File: src/rtl/frame_codec_pkg.sv
package frame_codec_pkg;
    localparam logic [7:0] FLAG_START = 8'h12;
    localparam logic [7:0] FLAG_STOP  = 8'h13;
    localparam logic [7:0] FLAG_ESC   = 8'h7D;

    typedef enum logic [1:0] {
        RX_HUNT,
        RX_BODY,
        RX_LITERAL
    } rx_state_t;

    typedef enum logic [2:0] {
        TX_IDLE,
        TX_START,
        TX_PAYLOAD,
        TX_LITERAL,
        TX_STOP
    } tx_state_t;

    function automatic logic is_control(input logic [7:0] b);
        return (b == FLAG_START) || (b == FLAG_STOP) || (b == FLAG_ESC);
    endfunction
endpackage

File: src/rtl/frame_deframer.sv
module frame_deframer
    import frame_codec_pkg::*;
#(
    parameter int MSG_BYTES = 6,
    localparam int MSG_W = MSG_BYTES * 8,
    localparam int CNT_W = $clog2(MSG_BYTES + 2)
) (
    input  logic             clk,
    input  logic             rst_n,
    input  logic             in_valid,
    input  logic [7:0]       in_byte,
    output logic             out_valid,
    output logic [MSG_W-1:0] out_msg
);
    localparam logic [CNT_W-1:0] CNT_FULL = CNT_W'(MSG_BYTES);
    localparam logic [CNT_W-1:0] CNT_OVER = CNT_W'(MSG_BYTES + 1);

    rx_state_t        state, state_nxt;
    logic [CNT_W-1:0] count;
    logic [MSG_W-1:0] shreg;
    logic             take, clear, done;

    // State register and datapath
    always_ff @(posedge clk) begin
        if (!rst_n) begin
            state     <= RX_HUNT;
            count     <= '0;
            shreg     <= '0;
            out_valid <= 1'b0;
            out_msg   <= '0;
        end else begin
            state     <= state_nxt;
            out_valid <= done;
            if (done) begin
                out_msg <= shreg;
            end
            if (clear) begin
                count <= '0;
            end else if (take && count != CNT_OVER) begin
                count <= count + 1'b1;
            end
            if (take) begin
                shreg <= {shreg[MSG_W-9:0], in_byte};
            end
        end
    end

    // Next state and control strobes
    always_comb begin
        state_nxt = state;
        take      = 1'b0;
        clear     = 1'b0;
        done      = 1'b0;
        if (in_valid) begin
            unique case (state)
                RX_HUNT: begin
                    if (in_byte == FLAG_START) begin
                        state_nxt = RX_BODY;
                        clear     = 1'b1;
                    end
                end
                RX_BODY: begin
                    if (in_byte == FLAG_START) begin
                        clear = 1'b1;
                    end else if (in_byte == FLAG_STOP) begin
                        state_nxt = RX_HUNT;
                        done      = (count == CNT_FULL);
                    end else if (in_byte == FLAG_ESC) begin
                        state_nxt = RX_LITERAL;
                    end else begin
                        take = 1'b1;
                    end
                end
                RX_LITERAL: begin
                    take      = 1'b1;
                    state_nxt = RX_BODY;
                end
                default: state_nxt = RX_HUNT;
            endcase
        end
    end
endmodule

File: src/rtl/frame_framer.sv
module frame_framer
    import frame_codec_pkg::*;
#(
    parameter int MSG_BYTES = 6,
    localparam int MSG_W = MSG_BYTES * 8,
    localparam int IDX_W = $clog2(MSG_BYTES + 1)
) (
    input  logic             clk,
    input  logic             rst_n,
    input  logic             msg_valid,
    output logic             msg_ready,
    input  logic [MSG_W-1:0] msg,
    output logic             out_valid,
    input  logic             out_ready,
    output logic [7:0]       out_byte
);
    localparam logic [IDX_W-1:0] IDX_LAST = IDX_W'(MSG_BYTES - 1);

    tx_state_t        state, state_nxt;
    logic [MSG_W-1:0] shreg;
    logic [IDX_W-1:0] idx;
    logic             load, advance;
    logic [7:0]       cur;
    logic             last;

    assign cur  = shreg[MSG_W-1 -: 8];
    assign last = (idx == IDX_LAST);

    // State register and datapath
    always_ff @(posedge clk) begin
        if (!rst_n) begin
            state <= TX_IDLE;
            shreg <= '0;
            idx   <= '0;
        end else begin
            state <= state_nxt;
            if (load) begin
                shreg <= msg;
                idx   <= '0;
            end else if (advance) begin
                shreg <= {shreg[MSG_W-9:0], 8'h00};
                idx   <= idx + 1'b1;
            end
        end
    end

    // Outputs and next state
    always_comb begin
        state_nxt = state;
        msg_ready = 1'b0;
        out_valid = 1'b0;
        out_byte  = 8'h00;
        load      = 1'b0;
        advance   = 1'b0;
        unique case (state)
            TX_IDLE: begin
                msg_ready = 1'b1;
                if (msg_valid) begin
                    load      = 1'b1;
                    state_nxt = TX_START;
                end
            end
            TX_START: begin
                out_valid = 1'b1;
                out_byte  = FLAG_START;
                if (out_ready) state_nxt = TX_PAYLOAD;
            end
            TX_PAYLOAD: begin
                out_valid = 1'b1;
                if (is_control(cur)) begin
                    out_byte = FLAG_ESC;
                    if (out_ready) state_nxt = TX_LITERAL;
                end else begin
                    out_byte = cur;
                    if (out_ready) begin
                        advance   = 1'b1;
                        state_nxt = last ? TX_STOP : TX_PAYLOAD;
                    end
                end
            end
            TX_LITERAL: begin
                out_valid = 1'b1;
                out_byte  = cur;
                if (out_ready) begin
                    advance   = 1'b1;
                    state_nxt = last ? TX_STOP : TX_PAYLOAD;
                end
            end
            TX_STOP: begin
                out_valid = 1'b1;
                out_byte  = FLAG_STOP;
                if (out_ready) state_nxt = TX_IDLE;
            end
            default: state_nxt = TX_IDLE;
        endcase
    end
endmodule

File: src/rtl/frame_codec.sv
module frame_codec
    import frame_codec_pkg::*;
#(
    parameter int ADDR_W = 32,
    parameter int DATA_W = 8,
    localparam int MSG_BYTES = 1 + ADDR_W / 8 + DATA_W / 8,
    localparam int MSG_W = MSG_BYTES * 8
) (
    input  logic             clk,
    input  logic             rst_n,
    input  logic             rx_byte_valid,
    input  logic [7:0]       rx_byte,
    output logic             cmd_valid,
    output logic [MSG_W-1:0] cmd_msg,
    output logic [7:0]       cmd_opcode,
    input  logic             rsp_valid,
    output logic             rsp_ready,
    input  logic [MSG_W-1:0] rsp_msg,
    output logic             tx_byte_valid,
    input  logic             tx_byte_ready,
    output logic [7:0]       tx_byte
);
    frame_deframer #(.MSG_BYTES(MSG_BYTES)) u_rx (
        .clk       (clk),
        .rst_n     (rst_n),
        .in_valid  (rx_byte_valid),
        .in_byte   (rx_byte),
        .out_valid (cmd_valid),
        .out_msg   (cmd_msg)
    );

    assign cmd_opcode = cmd_msg[MSG_W-1 -: 8];

    frame_framer #(.MSG_BYTES(MSG_BYTES)) u_tx (
        .clk       (clk),
        .rst_n     (rst_n),
        .msg_valid (rsp_valid),
        .msg_ready (rsp_ready),
        .msg       (rsp_msg),
        .out_valid (tx_byte_valid),
        .out_ready (tx_byte_ready),
        .out_byte  (tx_byte)
    );
endmodule

File: config.mk
export PLATFORM = sky130hd
export DESIGN_NAME = frame_codec
export DESIGN_NICKNAME = d
export VERILOG_FILES = /design/src/rtl/frame_codec_pkg.sv /design/src/rtl/frame_deframer.sv /design/src/rtl/frame_framer.sv /design/src/rtl/frame_codec.sv
export SDC_FILE = /design/constraint.sdc
export NUM_CORES = 1
export LEC_CHECK = 0
export BUFFER_PORTS_ARGS = -buffer_cell sky130_fd_sc_hd__buf_2
export CORE_MARGIN = 10
export CORE_UTILIZATION = 54
export DETAILED_ROUTE_END_ITERATION = 10
export GPL_ROUTABILITY_DRIVEN = 0
export PLACE_DENSITY = 0.86
export SKIP_LAST_GASP = 1
export SLEW_MARGIN = 5
export SYNTH_ARGS = -nofsm -noshare
export SYNTH_HDL_FRONTEND = slang
export SYNTH_SLANG_ARGS = --single-unit
File: constraint.sdc
create_clock -name clk -period 2 [get_ports clk]
set_input_delay 0.2 -clock clk [delete_from_list [all_inputs] [get_ports clk]]
set_output_delay 0.2 -clock clk [all_outputs]
set_load 0.02 [all_outputs]
==> results of run 1 <==
cells by family after synthesis:
| kind of cell | Yosys count |
|---|---|
| simple gates | 335 |
| compound gates | 189 |
| flops | 156 |
| buf+inv | 68 |
| fa+ha+maj | 9 |
| xor+xnor | 1 |
| mux | 1 |
path summary, 6_finish.rpt:
kind | start | to | slack (ps)
worst max-delay path | u_tx.shreg[46] | tx_byte[1] | 20
worst min-delay path | rsp_msg[2] | u_tx.shreg[2] | 20
worst max register to register | u_rx.state[1] | u_rx.count[0] | 120
worst min register to register | u_rx.out_msg[3] | u_rx.out_msg[3] | 450
layer usage:
layer	vias to the layer above	share of wire	global-route usage
met3	32	0.072	0.0687
met1	2735	0.42	0.238
li1	2802	-	-
met5	-	0	0
met4	0	0.024	0.0891
met2	189	0.48	0.313
layout by cell type (no fill, tap or decap), types with 3 or more instances in the layout:
| cell | synthesis | routed |
|---|---|---|
| sky130_fd_sc_hd__a21oi_1 | 112 | 112 |
| sky130_fd_sc_hd__a31oi_1 | 4 | 4 |
| sky130_fd_sc_hd__and2_1 | 5 | 4 |
| sky130_fd_sc_hd__buf_12 | 0 | 6 |
| sky130_fd_sc_hd__buf_2 | 12 | 121 |
| sky130_fd_sc_hd__buf_4 | 8 | 22 |
| sky130_fd_sc_hd__buf_6 | 5 | 3 |
| sky130_fd_sc_hd__clkbuf_16 | 0 | 17 |
| sky130_fd_sc_hd__clkbuf_8 | 0 | 9 |
| sky130_fd_sc_hd__dfxtp_1 | 156 | 152 |
| sky130_fd_sc_hd__dfxtp_4 | 0 | 4 |
| sky130_fd_sc_hd__ha_1 | 9 | 9 |
| sky130_fd_sc_hd__inv_1 | 7 | 6 |
| sky130_fd_sc_hd__nand2_1 | 224 | 224 |
| sky130_fd_sc_hd__nand4_1 | 3 | 3 |
| sky130_fd_sc_hd__nor2_1 | 82 | 81 |
| sky130_fd_sc_hd__o21a_1 | 5 | 5 |
| sky130_fd_sc_hd__o21ai_0 | 12 | 10 |
| sky130_fd_sc_hd__o221a_2 | 36 | 36 |
state kept, by name, summed over array words and instances (netlist names):
register,flops
u_rx.count,3
u_rx.out_msg,48
u_rx.out_valid,1
u_rx.shreg,48
u_rx.state,2
u_tx.idx,3
u_tx.shreg,48
u_tx.state,3
stage by stage:
| stage | hold WS (ps) | setup TNS, ps | worst slack (ps) | power (mW) | instances |
|---|---|---|---|---|---|
| CTS | 0.101 | -9.38 | -9.38 | 7.09 | 1022 |
| detailed placement | 443 | 0 | 55.5 | 3.89 | 986 |
| finish | 20.1 | 0 | 22.1 | 7.06 | 1025 |
| floorplan | 336 | 0 | 177 | 3.69 | 759 |
| global placement | 440 | 0 | 96.7 | 3.87 | 986 |
| global route | 27.9 | -423 | -76.5 | 7.30 | 1025 |
report_power, final:
part / internal, mW / switching, mW
sequential: 3.22 / 0.0945
combinational: 0.246 / 0.298
clock: 2.01 / 1.19
critical path: cells and delay by family, from the launching register on:
family | cells | cell delay, ps
AO/OA/AOI/OAI | 3 | 340
flip-flops | 1 | 360
buffers and inverters | 1 | 180
AND/OR/NAND/NOR | 2 | 490
cell type report:
type | instances | share of cell area
clock buffer | 28 | 0.0723
timing repair buffer | 152 | 0.120
clock inverter | 3 | 0.00602
multi-input combinational | 535 | 0.366
antenna | 1 | 0.000325
sequential | 156 | 0.408
inverter | 7 | 0.00374
tap | 143 | 0.0232
what timing repair did:
action / in CTS / in global routing
resized for setup: 18 / 9
buffers inserted: 5 / 2
pin swaps: 6 / 4
gates cloned: 0 / 0
setup endpoints to repair: 6 / 9
==> summary.txt, run 1 <==
Outcome
  • Status: finished clean

Power and ir drop
  • Maximum resistive drop on vdd: 1210 uV
  • Power density relative to cell area: 917 mW/mm2
  • Standby leakage power: 3.09 nW

Logic synthesis
  • Complex-gate fraction of the synthesized area: 0.205
  • Yosys warnings: 0
  • Most used standard cell by instance count after synthesis: sky130_fd_sc_hd__nand2_1
  • Flops & latches, synth: 156
  • Async S/R FF share, synth: 0
  • Number of enable flip-flop cells after synthesis: 0
  • Post-Syn Nets: 829
  • Number of distinct library cells after synthesis: 47
  • Top cells by area, synth: sky130_fd_sc_hd__dfxtp_1 (50%), sky130_fd_sc_hd__nand2_1 (14%), sky130_fd_sc_hd__a21oi_1 (9.0%), sky130_fd_sc_hd__o221a_2 (6.5%), sky130_fd_sc_hd__nor2_1 (4.9%)
  • Synthesized-area fraction occupied by xor and xnor cells: 0.00141
  • Mean instance size in the synthesized netlist: 8.20 um2
  • Share of the synthesized area in the top cell type: 0.502
  • Multiplexer fraction of the synthesized cell area: 0.00161
  • Syn Std Cell Area: 0.00622 mm2
  • Synth Area in Simple Gates: 0.218
  • Most instantiated flip-flop cell in the synthesis netlist: sky130_fd_sc_hd__dfxtp_1
  • Share of synthesized area occupied by flip-flops and latches: 0.502
  • Main combinational cell family by area after synthesis: simple AND/OR/NAND/NOR gates
  • Most common library cells after synthesis: sky130_fd_sc_hd__nand2_1 (224), sky130_fd_sc_hd__dfxtp_1 (156), sky130_fd_sc_hd__a21oi_1 (112)
  • Synthesized netlist cell count: 759
  • Leading area contributor after synthesis: sky130_fd_sc_hd__dfxtp_1
  • Arithmetic-cell share of the synthesized area counting full adders, half adders and majority gates: 0.0181

Placement
  • Port Buf Inserts: 127
  • Post-detail-place hpwl: 11200 um
  • Instance area after placement: 0.00696 mm2

Global routing
  • GRT Util Overall: 0.198
  • Number of global-route vias before repair: 5458
  • Wire length of the first global-routing pass: 26600 um
  • Maximum number of pins on one net before global-route repair: 60
  • Initial antenna violation count: 1
  • Grt ovf: 0

Worst setup path
  • Cell Chain, Critical Path: nor4_2 > and2_4 > o21ai_4 > a31oi_1 > o21ai_1 > buf_4
  • Worst path max stage delay: 360 ps
  • Category of the worst setup path capture point: primary output
  • Worst setup path class: reg2out
  • Slowest library cell on the worst path: sky130_fd_sc_hd__dfxtp_4
  • Type of origin of the critical path: flop
  • R2R depth: 7
  • Worst EP required: 1800 ps
  • Crit Path Max Fanout: 4
  • Critical Path AT: 1780 ps

Finish
  • Share of layout cells above drive strength 1: 0.268
  • Final #Nets: 939
  • FF/Latch Area: 0.00314 mm2
  • FILL cells: 941
  • Area growth from synthesis to final layout: 23.6%
  • Footprint of the multi-input gates: 0.00282 mm2
  • Finished Core Util: 0.677
  • Finished Cell Area: 0.00770 mm2

Die
  • Height of the chip: 127 um
  • Standard-cell row count: 39
  • Total core area: 0.0114 mm2
  • Number of top-level design ports: 128
  • Die W: 127 um
  • Initial Util: 0.547
  • Die area: 0.0162 mm2

CTS
  • Total of hold buffers inserted after clock tree synthesis: 0
  • Clock-pin slew on the worst setup and hold paths: 60 ps
  • Clock buffer count from CTS: 17
  • Worst skew pair latency: 420 ps
  • CTS tree: yes
  • Clk sink count: 156
  • Depth of the CTS H-tree: 4
  • Bufs on Longest Clock Path: 2
  • CTS root buffer: sky130_fd_sc_hd__clkbuf_16

STA
  • Transition time at the pin with the least slew margin: 467 ps
  • Peak clock frequency supported by timing: 0.506 GHz
  • Final setup violation count: 0
  • Final count of hold timing violations: 0
  • Pins Over Slew Limit: 0
  • Setup repair after global routing missed its margin: yes
  • Post-layout min period: 1980 ps
  • Max_slew headroom: 0.689
  • Worst Skew: 5.88 ps
  • Share of the clock period used by the worst path: 0.989

Routing
  • Average via count per standard cell: 5.62
  • Avg WL per Cell: 16.2 um
  • Final wirelength: 16600 um
  • Total vias in the final route: 5758
  • Drt pass-1 iters: 5
  • DR DRC count: 0
  • Count of routing violations after the opening detailed-route iteration: 563
  • Count of antenna-violating nets left after detailed routing: 0

Job
  • Max-cap violations: 0

Worst hold path
  • Hold/Removal Path Class: in2reg
  • Instance count along the most critical hold path: 3
No activity file was read; power rests on OpenSTA's default activity.
==> run 2: changes to the inputs <==
BUFFER_PORTS_ARGS = default   (was -buffer_cell sky130_fd_sc_hd__buf_2)
CORE_UTILIZATION = 63   (was 54)
DONT_BUFFER_PORTS = 1   (was default)
==> run 2 against run 1 <==
Effect of this change:
- the run now ends with setup timing left
- fmax fell by 4.2%
- largest power group unchanged
- sequential power hardly changed
- largest cell class unchanged
- power up 1.7%
- highest routed layer unchanged
- sequential share of layout area fell by 0.63 points
- via count is 4.9% higher
- clock power about the same
- critical endpoint unchanged
- first-iteration DRC count is 24% higher
==> summary.txt, run 2 (synthesized netlist as in run 1, its figures left out) <==
Outcome
  • Status: finished with violations
  • Violated checks: setup timing

Finish
  • Most common cell after layout, fill and taps aside: sky130_fd_sc_hd__nand2_1
  • Finished Core Util: 0.807 (+0.130)
  • Area growth from synthesis to final layout: 25.5%
  • Biggest regs: u_rx.out_msg (48), u_rx.shreg (48), u_tx.shreg (48)
  • Most frequent cells in the layout: sky130_fd_sc_hd__nand2_1 (223), sky130_fd_sc_hd__dfxtp_1 (151), sky130_fd_sc_hd__a21oi_1 (112), sky130_fd_sc_hd__nor2_1 (81), sky130_fd_sc_hd__dlygate4sd3_1 (58)
  • Final #Nets: 880 (-6.3%)
  • Share of layout cells above drive strength 1: 0.157 (-0.111)

CTS
  • Clock-pin slew on the worst setup and hold paths: 60 ps (about the same)
  • Clk sink count: 156 (unchanged)
  • CTS root buffer: sky130_fd_sc_hd__clkbuf_8
  • Clock buffer count from CTS: 17 (unchanged)
  • Bufs on Longest Clock Path: 2 (unchanged)
  • CTS tree: yes
  • Worst skew pair latency: 520 ps (+100 ps)
  • Depth of the CTS H-tree: 4 (unchanged)

Worst setup path
  • Crit Path Max Fanout: 3 (-1)
  • Type of origin of the critical path: flop
  • R2R depth: 6 (-1)
  • R2r endpoint: u_rx.count[0]
  • Worst setup path class: reg2out
  • Worst EP required: 1800 ps (about the same)
  • Category of the worst setup path capture point: primary output
  • Worst reg2reg startpoint: u_rx.state[1]
  • Critical Path AT: 1860 ps (+80 ps)
  • Register-to-Register Setup Slack: 40 ps (-80 ps)

Worst hold path
  • Origin of the worst min-delay path: rsp_msg[28]
  • Hold/Removal Path Class: in2reg
  • Instance count along the most critical hold path: 3 (unchanged)
  • Endpoint of the worst hold-timing path: u_tx.shreg[28]

Die
  • Height of the chip: 119 um (-6.3%)
  • Die W: 119 um (-6.3%)
  • Standard-cell row count: 36 (-7.7%)
  • Number of top-level design ports: 128 (unchanged)
  • Initial Util: 0.643 (+0.0953)
  • Die area: 0.0143 mm2 (-12%)
  • Total core area: 0.00968 mm2 (-15%)

STA
  • Worst Skew: 10.2 ps (+4.34 ps)
  • Pins Over Slew Limit: 0 (unchanged)
  • Worst path setup slack after routing: -64.2 ps (-86.3 ps)
  • Worst hold-check slack: 23.7 ps (+3.68 ps)
  • Final count of hold timing violations: 0 (unchanged)
  • Transition time at the pin with the least slew margin: 1030 ps (+561 ps)
  • Share of the clock period used by the worst path: 1.03 (+0.0431)
  • Peak clock frequency supported by timing: 0.484 GHz (-4.2%)
  • Setup repair after global routing missed its margin: yes
  • Final setup violation count: 6 (+6)
  • Accumulated negative setup slack: -322 ps (-322 ps)
  • Max_slew headroom: 0.315 (-0.374)
  • Post-layout min period: 2060 ps (+86.3 ps)

Global routing
  • GRT Util Overall: 0.253 (+0.0554)
  • Initial antenna violation count: 2 (+1)
  • Number of global-route vias before repair: 5830 (+6.8%)
  • Grt ovf: 0 (unchanged)
  • Maximum number of pins on one net before global-route repair: 99 (+65%)
  • Wire length of the first global-routing pass: 29700 um (+12%)

Routing
  • Count of routing violations after the opening detailed-route iteration: 699 (+24%)
  • Average via count per standard cell: 6.30 (+12%)
  • Count of antenna-violating nets left after detailed routing: 0 (unchanged)
  • Final wirelength: 19800 um (+19%)
  • Total vias in the final route: 6042 (+4.9%)
  • Drt pass-1 iters: 7 (+2)
  • DR DRC count: 0 (unchanged)
  • Avg WL per Cell: 20.7 um (+27%)

Power and ir drop
  • Power density relative to cell area: 919 mW/mm2 (+0.13%)
  • Standby leakage power: 2.81 nW (-9.0%)
  • Maximum resistive drop on vdd: 598 uV (-51%)

Job
  • Max-cap violations: 0 (unchanged)

Placement
  • Post-detail-place hpwl: 10200 um (-9.1%)
  • Port Buf Inserts: 0 (-100%)
[run 2: critical path, cell delays in order (launching register included)]
cell,delay [ps]
sky130_fd_sc_hd__dfxtp_4,360
sky130_fd_sc_hd__nor4_4,280
sky130_fd_sc_hd__and2_4,210
sky130_fd_sc_hd__o21ai_4,50
sky130_fd_sc_hd__a31oi_1,190
sky130_fd_sc_hd__o21ai_1,90
sky130_fd_sc_hd__buf_4,170
[run 2: stage by stage]
step / instances / setup WS [ps] / total power [mW] / area (um2)
floorplan: 759 / 177 / 3.69 / 6230
CTS: 948 / -32.7 / 7.12 / 7640
detailed placement: 848 / 113 / 3.82 / 6300
global route: 958 / -162 / 7.38 / 7810
global placement: 848 / 201 / 3.79 / 6300
finish: 959 / -64.2 / 7.18 / 7810
[run 2: timing repair]
item,CTS,global route
hold buffers,58,0
pin swaps,9,8
endpoints found under the hold margin,64,0
gates resized for setup,28,5
endpoints found under the setup margin,6,77
buffers inserted,10,3
cloned,0,5
[run 2: report_power, final]
| part | total [mW] | internal [mW] | switching, mW |
|---|---|---|---|
| Combinational | 0.633 | 0.296 | 0.338 |
| Sequential | 3.33 | 3.22 | 0.107 |
| Clock | 3.21 | 1.95 | 1.27 |
| Total | 7.18 | 5.47 | 1.71 |
[run 2: worst max path at each step]
stage / start / end / depth (start not counted)
floorplan: u_tx.state[2] / u_tx.shreg[14] / 6
global placement: u_rx.state[1] / u_rx.shreg[1] / 7
detailed placement: u_rx.state[0] / u_rx.shreg[17] / 7
CTS: u_tx.shreg[46] / tx_byte[6] / 5
global route: u_tx.shreg[42] / tx_byte[1] / 6
finish: u_tx.shreg[42] / tx_byte[1] / 6
[run 2: layer usage]
layer,GRT usage,up-vias,part of all wire
met5,0,-,0
met4,0.140,0,0.048
met3,0.0817,89,0.094
met2,0.428,417,0.50
met1,0.277,2847,0.36
li1,-,2689,-
[run 2: layout make-up]
type	count	area, um2
Clock inverter	12	161
Sequential cell	156	3140
Inverter	7	28.8
Clock buffer	20	435
Fill cell	551	1870
Multi-Input combinational cell	536	2880
Timing Repair Buffer	92	1000
Tap cell	133	166
Antenna cell	3	7.51
==> run 3: changes to the inputs <==
--- a/config.mk
+++ b/config.mk
@@ -12,2 +12,3 @@
 export GPL_ROUTABILITY_DRIVEN = 0
+export HOLD_SLACK_MARGIN = 0.1
 export PLACE_DENSITY = 0.86
==> constraint.sdc (replaced) <==
create_clock -name clk -period 2 [get_ports clk]
set_input_delay 0.1 -clock clk [delete_from_list [all_inputs] [get_ports clk]]
set_output_delay 0.1 -clock clk [all_outputs]
set_load 0.02 [all_outputs]
==> run 3 against run 2 <==
Effect of this change:
- the run now ends clean
- routed wire length fell by 7.4%
- cell area fell by 1.2%
- via count fell by 3.2%
- critical path type unchanged
- critical endpoint unchanged
==> summary.txt, run 3 (synthesized netlist as in run 1, its figures left out) <==
Power and ir drop
  • Standby leakage power: 2.76 nW (-1.9%)
  • Maximum resistive drop on vdd: 616 uV (+3.1%)
  • Power density relative to cell area: 911 mW/mm2 (-0.77%)
  • Total power of the final layout: 7.03 mW (-2.0%)

Worst setup path
  • Crit Path Max Fanout: 4 (+1)
  • R2r endpoint: u_rx.count[0]
  • Type of origin of the critical path: flop
  • Worst EP required: 1900 ps (+100 ps)
  • Register-to-Register Setup Slack: 20 ps (-20 ps)
  • R2R depth: 8 (+2)
  • Category of the worst setup path capture point: primary output
  • Worst setup path class: reg2out
  • Worst reg2reg startpoint: u_rx.state[0]
  • Critical Path AT: 1900 ps (+40 ps)

Global routing
  • Grt ovf: 0 (unchanged)
  • Wire length of the first global-routing pass: 28300 um (-4.7%)
  • Initial antenna violation count: 3 (+1)
  • Maximum number of pins on one net before global-route repair: 95 (-4.0%)
  • Number of global-route vias before repair: 5746 (-1.4%)
  • GRT Util Overall: 0.239 (-0.0145)

Routing
  • Count of routing violations after the opening detailed-route iteration: 671 (-4.0%)
  • Count of antenna-violating nets left after detailed routing: 0 (unchanged)
  • Final wirelength: 18300 um (-7.4%)
  • Drt pass-1 iters: 6 (-1)
  • DR DRC count: 0 (unchanged)
  • Avg WL per Cell: 19.2 um (-7.1%)
  • Average via count per standard cell: 6.12 (-2.8%)
  • Total vias in the final route: 5847 (-3.2%)

Die
  • Height of the chip: 119 um (unchanged)
  • Total core area: 0.00968 mm2 (unchanged)
  • Die area: 0.0143 mm2 (unchanged)
  • Die W: 119 um (unchanged)
  • Number of top-level design ports: 128 (unchanged)
  • Standard-cell row count: 36 (unchanged)
  • Initial Util: 0.643 (unchanged)

Finish
  • Final #Nets: 875 (-0.57%)
  • Share of layout cells above drive strength 1: 0.149 (-0.00760)
  • Finished Cell Area: 0.00772 mm2 (-1.2%)
  • Biggest regs: u_rx.out_msg (48), u_rx.shreg (48), u_tx.shreg (48)
  • Area growth from synthesis to final layout: 24.0%
  • FILL cells: 572 (+3.8%)
  • Finished Core Util: 0.797 (-0.00982)
  • Most common cell after layout, fill and taps aside: sky130_fd_sc_hd__nand2_1
  • Most frequent cells in the layout: sky130_fd_sc_hd__nand2_1 (222), sky130_fd_sc_hd__dfxtp_1 (147), sky130_fd_sc_hd__a21oi_1 (112), sky130_fd_sc_hd__nor2_1 (81), sky130_fd_sc_hd__dlygate4sd3_1 (61)

Placement
  • Post-detail-place hpwl: 10100 um (-0.73%)
  • Port Buf Inserts: 0 (unchanged)
  • Worst Setup Slack post-DPL: 111 ps (-1.67 ps)
  • Instance area after placement: 0.00630 mm2 (unchanged)

CTS
  • CTS tree: yes
  • Clock-pin slew on the worst setup and hold paths: 70 ps (about the same)
  • Bufs on Longest Clock Path: 2 (unchanged)
  • Worst skew pair latency: 530 ps (about the same)
  • Clk sink count: 156 (unchanged)
  • Depth of the CTS H-tree: 4 (unchanged)
  • CTS root buffer: sky130_fd_sc_hd__clkbuf_8
  • Clock buffer count from CTS: 17 (unchanged)

Job
  • Max-cap violations: 0 (unchanged)

Worst hold path
  • Instance count along the most critical hold path: 5 (+2)
  • Origin of the worst min-delay path: rx_byte[2]
  • Endpoint of the worst hold-timing path: u_rx.state[1]
  • Hold/Removal Path Class: in2reg

Outcome
  • Status: finished clean

STA
  • Post-layout min period: 2000 ps (-67.1 ps)
  • Final count of hold timing violations: 0 (unchanged)
  • Peak clock frequency supported by timing: 0.501 GHz (+3.4%)
  • Worst Skew: 14.4 ps (+4.14 ps)
  • Worst path setup slack after routing: 2.86 ps (+67.1 ps)
  • Accumulated negative setup slack: 0 ps (+322 ps)
  • Max_slew headroom: 0.399 (+0.0840)
  • Pins Over Slew Limit: 0 (unchanged)
  • Share of the clock period used by the worst path: 0.999 (-0.0335)
  • Setup repair after global routing missed its margin: yes
  • Final setup violation count: 0 (-6)
  • Transition time at the pin with the least slew margin: 902 ps (-126 ps)
==> run 3: area by class of cell <==
class	instances	area, um2	share of cell area
timing repair buffer	88	940	0.122
sequential	156	3140	0.407
antenna	4	10.0	0.00130
multi-input combinational	535	2860	0.370
clock inverter	12	136	0.0177
clock buffer	20	435	0.0564
tap	133	166	0.0216
inverter	7	28.8	0.00373
==> run 3: worst max-delay path by stage <==
stage | from | to | slack [ps] | depth (start not counted)
3_5_place_dp | u_rx.state[1] | u_rx.count[0] | 110 | 7
5_1_grt | u_tx.shreg[46] | tx_byte[1] | -80 | 7
3_3_place_gp | u_rx.state[0] | u_rx.count[0] | 240 | 7
4_1_cts | u_tx.shreg[45] | tx_byte[1] | 5 | 7
6_report | u_tx.shreg[46] | tx_byte[1] | 3 | 6
2_1_floorplan | u_tx.state[2] | u_tx.shreg[14] | 180 | 6
==> run 3: power by group <==
| group | internal, mW | switching (mW) |
|---|---|---|
| combinational | 0.283 | 0.317 |
| sequential | 3.22 | 0.108 |
| clock | 1.82 | 1.28 |
| total | 5.33 | 1.71 |
==> run 3: timing repair <==
item | 4_1_cts | 5_1_grt
pin swaps | 6 | 8
endpoints found under the setup margin | 6 | 86
hold buffers | 60 | 1
endpoints found under the hold margin | 67 | 1
buffers inserted | 4 | 5
gates cloned | 0 | 2
gates resized for setup | 13 | 21
==> run 3: routing by layer <==
| layer | vias to the layer above | part of all wire | global-route usage |
|---|---|---|---|
| met5 | - | 0 | 0 |
| met2 | 334 | 0.52 | 0.405 |
| met3 | 53 | 0.086 | 0.0732 |
| li1 | 2679 | - | - |
| met4 | 0 | 0.027 | 0.124 |
| met1 | 2781 | 0.37 | 0.265 |
==> run 3: worst max-delay path, cell delays in order, from the launching register on <==
cell and delay (ps):
sky130_fd_sc_hd__dfxtp_4 360, sky130_fd_sc_hd__nor4_4 290, sky130_fd_sc_hd__and2_4 210, sky130_fd_sc_hd__o21ai_4 70, sky130_fd_sc_hd__a31oi_1 200, sky130_fd_sc_hd__o21ai_1 90, sky130_fd_sc_hd__buf_4 160
==> run 3: per-stage QoR <==
step | instances | hold WS, ps
2_1_floorplan | 759 | 236
3_3_place_gp | 848 | 237
3_5_place_dp | 848 | 246
4_1_cts | 944 | 106
5_1_grt | 954 | 146
6_report | 955 | 134
